**src/rtl/dac_bringup_ctrl.sv**
```systemverilog
module dac_bringup_ctrl #(
  parameter int UNMUTE_FRAMES = 2000,
  parameter int DEB_EDGES     = 5,
  parameter int REF_SETTLE    = 16
) (
  input  logic clk,
  input  logic rst_n,
  input  logic mclk_present,
  input  logic fclk_present,
  input  logic ratio_valid,
  input  logic frm_clk,
  input  logic mode_pin,
  input  logic int_clk_mode,
  input  logic data_valid,
  output logic core_rst,
  output logic ref_en,
  output logic conv_en,
  output logic ramp_en,
  output logic deemph_en,
  output logic unmute
);
  localparam int UW = $clog2(UNMUTE_FRAMES + 1);
  localparam int DW = $clog2(DEB_EDGES + 1);
  localparam int RW = $clog2(REF_SETTLE + 1);

  typedef enum logic [1:0] {S_OFF, S_MEAS, S_REF, S_RUN} state_t;

  state_t        state;
  logic          frm_q, seen, deb_lvl, deem_q;
  logic [UW-1:0] un_cnt;
  logic [DW-1:0] deb_cnt;
  logic [RW-1:0] ref_cnt;

  wire fall    = frm_q & ~frm_clk;
  wire deb_clr = ~mclk_present | (state == S_OFF) | ~int_clk_mode;

  assign core_rst  = (state != S_RUN);
  assign ref_en    = (state == S_REF) | (state == S_RUN);
  assign conv_en   = (state == S_RUN);
  assign ramp_en   = (state == S_RUN);
  assign unmute    = (state == S_RUN) & (un_cnt == UW'(UNMUTE_FRAMES));
  assign deemph_en = deem_q;

  always_ff @(posedge clk or negedge rst_n) begin
    if (!rst_n) begin
      state   <= S_OFF;
      frm_q   <= 1'b0;
      seen    <= 1'b0;
      ref_cnt <= '0;
      un_cnt  <= '0;
    end else begin
      frm_q <= frm_clk;
      if (!mclk_present) begin
        state   <= S_OFF;
        seen    <= 1'b0;
        ref_cnt <= '0;
        un_cnt  <= '0;
      end else begin
        case (state)
          S_OFF: if (fclk_present) begin
            state <= S_MEAS;
            seen  <= 1'b0;
          end
          S_MEAS: if (fall) begin
            if (seen && ratio_valid) begin
              state   <= S_REF;
              ref_cnt <= '0;
            end
            seen <= 1'b1;
          end
          S_REF: begin
            ref_cnt <= ref_cnt + 1'b1;
            if (ref_cnt == RW'(REF_SETTLE - 1)) begin
              state  <= S_RUN;
              un_cnt <= '0;
            end
          end
          default: begin
            if (!data_valid) un_cnt <= '0;
            else if (fall && un_cnt != UW'(UNMUTE_FRAMES)) un_cnt <= un_cnt + 1'b1;
          end
        endcase
      end
    end
  end

  always_ff @(posedge clk or negedge rst_n) begin
    if (!rst_n) begin
      deb_cnt <= '0;
      deb_lvl <= 1'b0;
      deem_q  <= 1'b0;
    end else if (deb_clr) begin
      deb_cnt <= '0;
      deem_q  <= 1'b0;
    end else if (fall) begin
      if (deb_cnt == '0 || mode_pin != deb_lvl) begin
        deb_lvl <= mode_pin;
        deb_cnt <= DW'(1);
      end else if (deb_cnt != DW'(DEB_EDGES)) begin
        deb_cnt <= deb_cnt + 1'b1;
        if (deb_cnt == DW'(DEB_EDGES - 1)) deem_q <= ~mode_pin;
      end
    end
  end


  ref_after_measure_chk: assert property (@(posedge clk) disable iff (!rst_n)
    $rose(ref_en) |-> $past(mclk_present && ratio_valid && fall));


  conv_after_ref_chk: assert property (@(posedge clk) disable iff (!rst_n)
    $rose(conv_en) |-> $past(ref_en) && ref_en);


  unmute_on_frame_chk: assert property (@(posedge clk) disable iff (!rst_n)
    $rose(unmute) |-> $past(data_valid && fall));


  deemph_on_edge_chk: assert property (@(posedge clk) disable iff (!rst_n)
    $rose(deemph_en) |-> $past(fall && !mode_pin && int_clk_mode));


  ext_mode_ignored_chk: assert property (@(posedge clk) disable iff (!rst_n)
    !int_clk_mode |=> !deemph_en);


  mclk_loss_chk: assert property (@(posedge clk) disable iff (!rst_n)
    !mclk_present |=> core_rst && !ref_en && !conv_en && !ramp_en && !unmute && !deemph_en);
endmodule

```
**config.mk**
```make
export PLATFORM = sky130hd
export DESIGN_NAME = dac_bringup_ctrl
export DESIGN_NICKNAME = d
export VERILOG_FILES = /design/src/rtl/dac_bringup_ctrl.sv
export SDC_FILE = /design/constraint.sdc
export NUM_CORES = 1
export LEC_CHECK = 0
export ABC_AREA = 0
export ABC_CLOCK_PERIOD_IN_PS = 2500
export BUFFER_PORTS_ARGS = -buffer_cell sky130_fd_sc_hd__buf_2
export CAP_MARGIN = 15
export CORE_MARGIN = 10
export CORE_UTILIZATION = 59
export CTS_CLUSTER_DIAMETER = 40
export DETAILED_ROUTE_END_ITERATION = 8
export PLACE_DENSITY = 0.85
export SYNTH_ARGS = -nofsm -noshare
export SYNTH_HDL_FRONTEND = slang
export SYNTH_SLANG_ARGS = --single-unit
```
**constraint.sdc**
```tcl
create_clock -name clk -period 2.5 [get_ports clk]
set_input_delay 0.5 -clock clk [delete_from_list [all_inputs] [get_ports clk]]
set_output_delay 0.5 -clock clk [all_outputs]
set_load 0.05 [all_outputs]
```
==> results of run 1 <==
==> kinds of logic (layout without fill, tap and decap cells) <==
kind of cell    Yosys count  in the layout  synth area share (%)
compound gates           58             58                  25.2
xor+xnor                  1              1                 0.527
fa+ha+maj                12             12                  9.04
buf+inv                  27             38                  6.48
flops                    25             25                  37.7
mux                       3              3                  1.81
simple gates             57             57                  19.4
==> cells in the mapped netlist, drive strengths merged (5+ instances only) <==
master,instances,area [um^2]
nor4,5,31.3
nand2,13,48.8
dfrtp,25,626
ha,12,150
inv,20,75.1
nand3,10,55.1
a21oi,7,38.8
o21ai,12,60.1
nor2,6,22.5
==> cell usage in the layout, fill, tap and decap left out, types with 4 or more instances in the layout <==
master	synthesis	layout
sky130_fd_sc_hd__dfrtp_1	25	25
sky130_fd_sc_hd__inv_1	20	20
sky130_fd_sc_hd__buf_2	2	14
sky130_fd_sc_hd__nand2_1	13	13
sky130_fd_sc_hd__ha_1	12	11
sky130_fd_sc_hd__nand3_1	9	9
sky130_fd_sc_hd__a21oi_1	6	6
sky130_fd_sc_hd__o21ai_0	6	6
sky130_fd_sc_hd__o21ai_1	6	6
sky130_fd_sc_hd__nor2_1	6	6
sky130_fd_sc_hd__nand2b_1	4	4
sky130_fd_sc_hd__o31ai_1	4	4
sky130_fd_sc_hd__nor3_1	4	4
sky130_fd_sc_hd__o211ai_1	4	4
sky130_fd_sc_hd__nor4_1	5	4
sky130_fd_sc_hd__a32oi_1	4	4
==> cell type report <==
cell class,count,area (um^2)
multi-input cells,131,946
inverters,20,75.1
repair buffers,14,70.1
well taps,31,38.8
clock inverters,1,5.00
flip-flops and latches,25,626
fillers,198,951
clock buffers,3,22.5
==> per-layer routing <==
layer / up-vias / global-route usage [%] / part of all wire [%]
met5: - / 0 / 0
met4: 0 / 4.01 / 1.4
met3: 11 / 2.59 / 6.1
met2: 67 / 24.6 / 48
met1: 701 / 18.4 / 44
li1: 706 / - / -
==> power by group <==
| group | switching (mW) | internal, mW | total, mW |
|---|---|---|---|
| Sequential | 0.0414 | 0.439 | 0.480 |
| Combinational | 0.315 | 0.147 | 0.462 |
| Clock | 0.126 | 0.0599 | 0.186 |
==> stage by stage <==
step	power (mW)	cell area, um^2	setup WS (ns)	hold WS [ns]
2_1_floorplan	0.837	1680	0.207	0.204
3_3_place_gp	0.917	1760	0.569	0.502
3_5_place_dp	0.944	1760	0.424	0.521
4_1_cts	1.13	1780	0.149	0.162
5_1_grt	1.20	1780	0.0392	0.176
6_report	1.13	1780	0.129	0.149
==> flip-flops by register name (all words and copies together) (netlist names) <==
name / flops
seen: 1
deemph_en: 1
un_cnt: 11
ref_cnt: 5
state: 2
deb_lvl: 1
deb_cnt: 3
frm_q: 1
==> worst paths after layout <==
| kind | start | end | slack, ns | depth (start not counted) |
|---|---|---|---|---|
| max in group asynchronous | rst_n | deb_cnt[0]$_DFFE_PN0P_ | 1.96 | 1 |
| min reg2reg | deemph_en$_DFFE_PN0P_ | deemph_en$_DFFE_PN0P_ | 0.55 | 2 |
| max reg2reg | state[1]$_DFFE_PN0P_ | ref_cnt[4]$_DFFE_PN0P_ | 0.49 | 6 |
| min | rst_n | state[1]$_DFFE_PN0P_ | 0.15 | 1 |
| max | un_cnt[0]$_DFFE_PN0P_ | unmute | 0.13 | 5 |
| min in group clk | frm_clk | frm_q$_DFF_PN0_ | 0.31 | 1 |
==> worst register-to-register path: cells and delay by family, from the launching register on <==
kind                       cells  cell delay (ns)
AOI/OAI and AO/OA              3             0.88
and+or+nand+nor                1             0.11
adders and majority gates      1             0.27
DFF                            1             0.49
buffers and inverters          1             0.15
==> flow_metrics.env, run 1 <==
export IMPL_cap_violations=0
export IMPL_clock_tree_root_cell="sky130_fd_sc_hd__clkbuf_4"
export IMPL_layout_nets=216
export IMPL_postSynthCellCount=183
export IMPL_timing_final_crit_share_pct=94.9
export IMPL_post_dp_hpwl_um=2900
export IMPL_worstPathMaxFanout=4
export IMPL_maxClockFrequency_mhz=422
export IMPL_finClkSkew_ns=0.0139
export IMPL_number_of_global_route_vias_before_repair=1441
export IMPL_min_path_type="in -> async"
export IMPL_setup_viol=0
export IMPL_initial_cell_density_of_the_core_pct=60.8
export IMPL_dr_drc_count=0
export IMPL_ant_nets=0
export IMPL_period_needed_ns=2.37
export IMPL_insertion_delay_of_the_later_clocked_pin_in_the_worst_skew_pair_ns=0.33
export IMPL_chipWidth_um=73.1
export IMPL_grt_overflow=0
export IMPL_finalNonFillerCells=225
export IMPL_ir_drop_mv=0.547
export IMPL_hold_violations=0
export IMPL_route_final_wire_length_um=3950
export IMPL_final_layout_size_suffix_gt1_share_pct=12.9
export IMPL_groute_usage_overall_pct=14.6
export IMPL_critical_path_slowest_cell="sky130_fd_sc_hd__dfrtp_1"
export IMPL_post_route_util_pct=65.2
export IMPL_crit_path_cell_trace="inv_1, ha_1, nand4bb_2, nor4_4, buf_2"
export IMPL_synth_flop_cell="sky130_fd_sc_hd__dfrtp_1"
export IMPL_yosysSeqAreaShare_pct=37.7
export IMPL_ios=15
export IMPL_cp_top_family="simple AND/OR/NAND/NOR gates"
export IMPL_worst_path_buf_inv=2
export IMPL_core_ar_mm2=0.00273
export IMPL_post_synth_instance_area_mm2=0.00166
export IMPL_vias=1485
export IMPL_grt_pass1_wl_um=6530
export IMPL_slew_headroom_pct=56.7
export IMPL_cell_total_after_placement=221
export IMPL_path_class="reg -> out"
export IMPL_drv_slew=0
export IMPL_rsz_0062_raised_after_global_routing="no"
export IMPL_cp_start_kind="register"
export IMPL_worstSetupEndpointType="primary output"
export IMPL_areaGrowthSynthToFinish_pct=7.30
export IMPL_port_buffers=14
export IMPL_violation_count_after_the_first_detailed_routing_iteration=188
export IMPL_overall_die_height_um=73.1
export IMPL_cp_slowest_stage_delay_ns=0.44
export IMPL_ys_types=49
export IMPL_number_of_antenna_violations_at_the_first_check_in_global_routing=0
export IMPL_num_antenna_cells=0
export IMPL_cts_tree="built"
export IMPL_clk_path_buf_depth=2
export IMPL_syn_area_per_cell_um2=9.08
export IMPL_postCtsSetupRepairBufs=0
export IMPL_numCtsBuffers=3
export IMPL_firstDrtPassIters=5
export IMPL_timing_worst_slew_pin_value_ns=0.646
export IMPL_worst_endpoint_arrival_ns=1.87
export IMPL_synth_edf_count=0
export IMPL_ctsHtreeMaxLevel=1
export IMPL_clkSlewWorstSetupHoldPaths_ns=0.15
export IMPL_ctsResizeCount=0
export IMPL_power_density_mw_per_mm2=633
export IMPL_run_status="completed"
export IMPL_synth_fp_nets=204
export IMPL_critical_path_required_ns=2.00
export IMPL_design_die_area_mm2=0.00534
export IMPL_avgRoutedWirePerCell_um=17.5
export IMPL_post_cts_hold_buffer_count=0
export IMPL_cts_sinks=25
export IMPL_routabilityCongestion=0.891
export IMPL_vias_per_cell=6.60
export IMPL_synth_seq_cells=25
export IMPL_yosys_warns=0
export IMPL_num_rows=19
export IMPL_totalNegativeSetupSlack_ns=0
export IMPL_grt_start_max_net_pins=26
export IMPL_leakage_nw=0.741
export IMPL_synth_async_reset_ratio_pct=100
(Power assumes the default switching activity.)
==> inputs of run 2 (changes only) <==
ABC_CLOCK_PERIOD_IN_PS = 2120   (was 2500)
CORE_UTILIZATION = 53   (was 59)
PLACE_DENSITY = 0.81   (was 0.85)
clock period = 2.12 ns   (was 2.5 ns; I/O delays follow)
==> run 2 against run 1 <==
  * Clock skew down 0.0096 ns
  * First-iteration DRC count fell by 51%
  * Critical path type unchanged
  * Final area grew 7.0%
  * Wire length down 1.0%
  * Clock power is 17% higher
==> flow_metrics.env, run 2 (synthesized netlist as in run 1, its figures left out) <==
export IMPL_min_path_type="in -> async"
export IMPL_setup_viol=0
export IMPL_grt_pass1_wl_um=6730
export IMPL_drv_slew=0
export IMPL_design_die_area_mm2=0.00577
export IMPL_ant_nets=0
export IMPL_routabilityCongestion=0.864
export IMPL_n_fill_cell=239
export IMPL_vias=1477
export IMPL_grt_start_max_net_pins=26
export IMPL_dr_drc_count=0
export IMPL_layout_cells_most_common_list="23 x sky130_fd_sc_hd__dfrtp_1, 19 x sky130_fd_sc_hd__inv_1, 13 x sky130_fd_sc_hd__nand2_1"
export IMPL_clk_path_buf_depth=2
export IMPL_worst_endpoint_arrival_ns=1.62
export IMPL_ctsHtreeMaxLevel=1
export IMPL_insertion_delay_of_the_later_clocked_pin_in_the_worst_skew_pair_ns=0.32
export IMPL_grt_overflow=0
export IMPL_post_cts_hold_buffer_count=0
export IMPL_timing_worst_slew_pin_value_ns=0.628
export IMPL_timing_reg2reg_setup_slack_ns=0.22
export IMPL_groute_usage_overall_pct=13.2
export IMPL_final_layout_size_suffix_gt1_share_pct=18.0
export IMPL_layout_nets=222
export IMPL_overall_die_height_um=76.0
export IMPL_post_dp_hpwl_um=2770
export IMPL_rsz_0062_raised_after_global_routing="no"
export IMPL_leakage_nw=0.770
export IMPL_vias_per_cell=6.05
export IMPL_critical_path_slowest_cell="sky130_fd_sc_hd__dfrtp_2"
export IMPL_critical_path_required_ns=1.70
export IMPL_clkSlewWorstSetupHoldPaths_ns=0.14
export IMPL_crit_reg2reg_launch="ref_cnt[0]$_DFFE_PN0P_"
export IMPL_worstPathMaxFanout=7
export IMPL_top_register="un_cnt"
export IMPL_power_density_mw_per_mm2=731
export IMPL_num_antenna_cells=0
export IMPL_final_cell_area_mm2=0.00191
export IMPL_cts_tree="built"
export IMPL_reg2reg_depth=8
export IMPL_areaGrowthSynthToFinish_pct=14.8
export IMPL_cp_start_kind="register"
export IMPL_finClkSkew_ns=0.00430
export IMPL_path_class="reg -> out"
export IMPL_number_of_global_route_vias_before_repair=1555
export IMPL_run_status="completed"
export IMPL_ir_drop_mv=0.609
export IMPL_avgRoutedWirePerCell_um=16.0
export IMPL_totalNegativeSetupSlack_ns=0
export IMPL_most_common_cell_after_layout_fill_and_taps_aside="sky130_fd_sc_hd__dfrtp_1"
export IMPL_timing_final_crit_share_pct=96.3
export IMPL_initial_cell_density_of_the_core_pct=54.9
export IMPL_maxClockFrequency_mhz=490
export IMPL_violation_count_after_the_first_detailed_routing_iteration=92
export IMPL_area_used_by_sequential_logic_in_the_layout_um2=628
export IMPL_cap_violations=0
export IMPL_ios=15
export IMPL_core_ar_mm2=0.00303
export IMPL_port_buffers=14
export IMPL_hold_violations=0
export IMPL_num_rows=20
export IMPL_finalNonFillerCells=244
export IMPL_area_of_combinational_cells_with_multiple_inputs_um2=996
export IMPL_firstDrtPassIters=4
export IMPL_route_final_wire_length_um=3910
export IMPL_cell_total_after_placement=237
export IMPL_cp_depth=4
export IMPL_period_needed_ns=2.04
export IMPL_worstSetupEndpointType="primary output"
export IMPL_crit_path_cell_trace="ha_4, clkinvlp_4, nor4_4, buf_6"
export IMPL_max_reg_flops=11
export IMPL_cp_slowest_stage_delay_ns=0.50
export IMPL_worstSetupStartpoint="state[1]$_DFFE_PN0P_"
export IMPL_dpl_cell_area_mm2=0.00181
export IMPL_cts_sinks=25
export IMPL_numCtsBuffers=3
export IMPL_worst_path_buf_inv=2
export IMPL_registers_with_the_most_flip_flops="un_cnt x11, ref_cnt x5, deb_cnt x3"
export IMPL_clock_tree_root_cell="sky130_fd_sc_hd__clkbuf_4"
export IMPL_cp_top_family="flip-flops"
export IMPL_number_of_antenna_violations_at_the_first_check_in_global_routing=0
export IMPL_post_route_util_pct=63.0
export IMPL_slew_headroom_pct=57.0
export IMPL_chipWidth_um=76.0
run 2: changes by cell type in the layout (fill, tap and decap cells not counted), moves of 2 or more:
cell | previous run | this run
sky130_fd_sc_hd__buf_2 | 14 | 12
sky130_fd_sc_hd__buf_4 | 0 | 7
sky130_fd_sc_hd__dfrtp_1 | 25 | 23
sky130_fd_sc_hd__dfrtp_2 | 0 | 2
sky130_fd_sc_hd__ha_1 | 11 | 9
sky130_fd_sc_hd__ha_4 | 0 | 3
run 2: area by class of cell:
class                   instances  area share (%)
inverters                      20            4.13
multi-input cells             131            52.2
repair buffers                 20            6.49
flip-flops and latches         25            32.9
clock buffers                   4            1.38
well taps                      44            2.89
run 2: worst paths after layout:
path	endpoint
max	unmute
min	deb_cnt[2]$_DFFE_PN0P_
max reg2reg	un_cnt[2]$_DFFE_PN0P_
min reg2reg	deb_cnt[0]$_DFFE_PN0P_
max in group asynchronous	state[1]$_DFFE_PN0P_
min in group clk	frm_q$_DFF_PN0_
run 2: worst reg2reg max path: stages, from the launching register on:
cell and delay, ns:
sky130_fd_sc_hd__dfrtp_1 0.45, sky130_fd_sc_hd__ha_1 0.24, sky130_fd_sc_hd__and3_1 0.19, sky130_fd_sc_hd__ha_1 0.18, sky130_fd_sc_hd__nand2b_1 0.17, sky130_fd_sc_hd__a21oi_2 0.20, sky130_fd_sc_hd__a21oi_2 0.04, sky130_fd_sc_hd__buf_4 0.19
sky130_fd_sc_hd__o21ai_1 0.17
run 2: repair_timing:
item | in CTS | in global routing
endpoints found under the setup margin | 2 | 3
gates resized for setup | 6 | 4
endpoints found under the hold margin | 0 | 0
pin swaps | 1 | 1
setup buffers | 2 | 1
run 2: metrics by stage:
stage / worst slack (ns) / hold slack (ns) / total power [mW]
floorplan: 0.0203 / 0.128 / 1.00
CTS: 0.0474 / 0.0834 / 1.38
global route: 0.0155 / 0.0902 / 1.49
finish: 0.0782 / 0.0750 / 1.39
detailed placement: 0.198 / 0.450 / 1.14
global placement: 0.258 / 0.444 / 1.12
run 2: report_power, final:
group / internal [mW] / switching, mW / leakage [nW]
logic: 0.212 / 0.386 / 0.415
clock network: 0.0737 / 0.143 / 0.0150
registers: 0.521 / 0.0590 / 0.340
run 2: layer usage:
metal	global-route usage [%]	up-vias	share of wire (%)
li1	-	717	-
met1	15.4	710	45
met2	22.4	42	48
met3	3.30	8	5.1
met4	5.11	0	1.7
met5	0	-	0
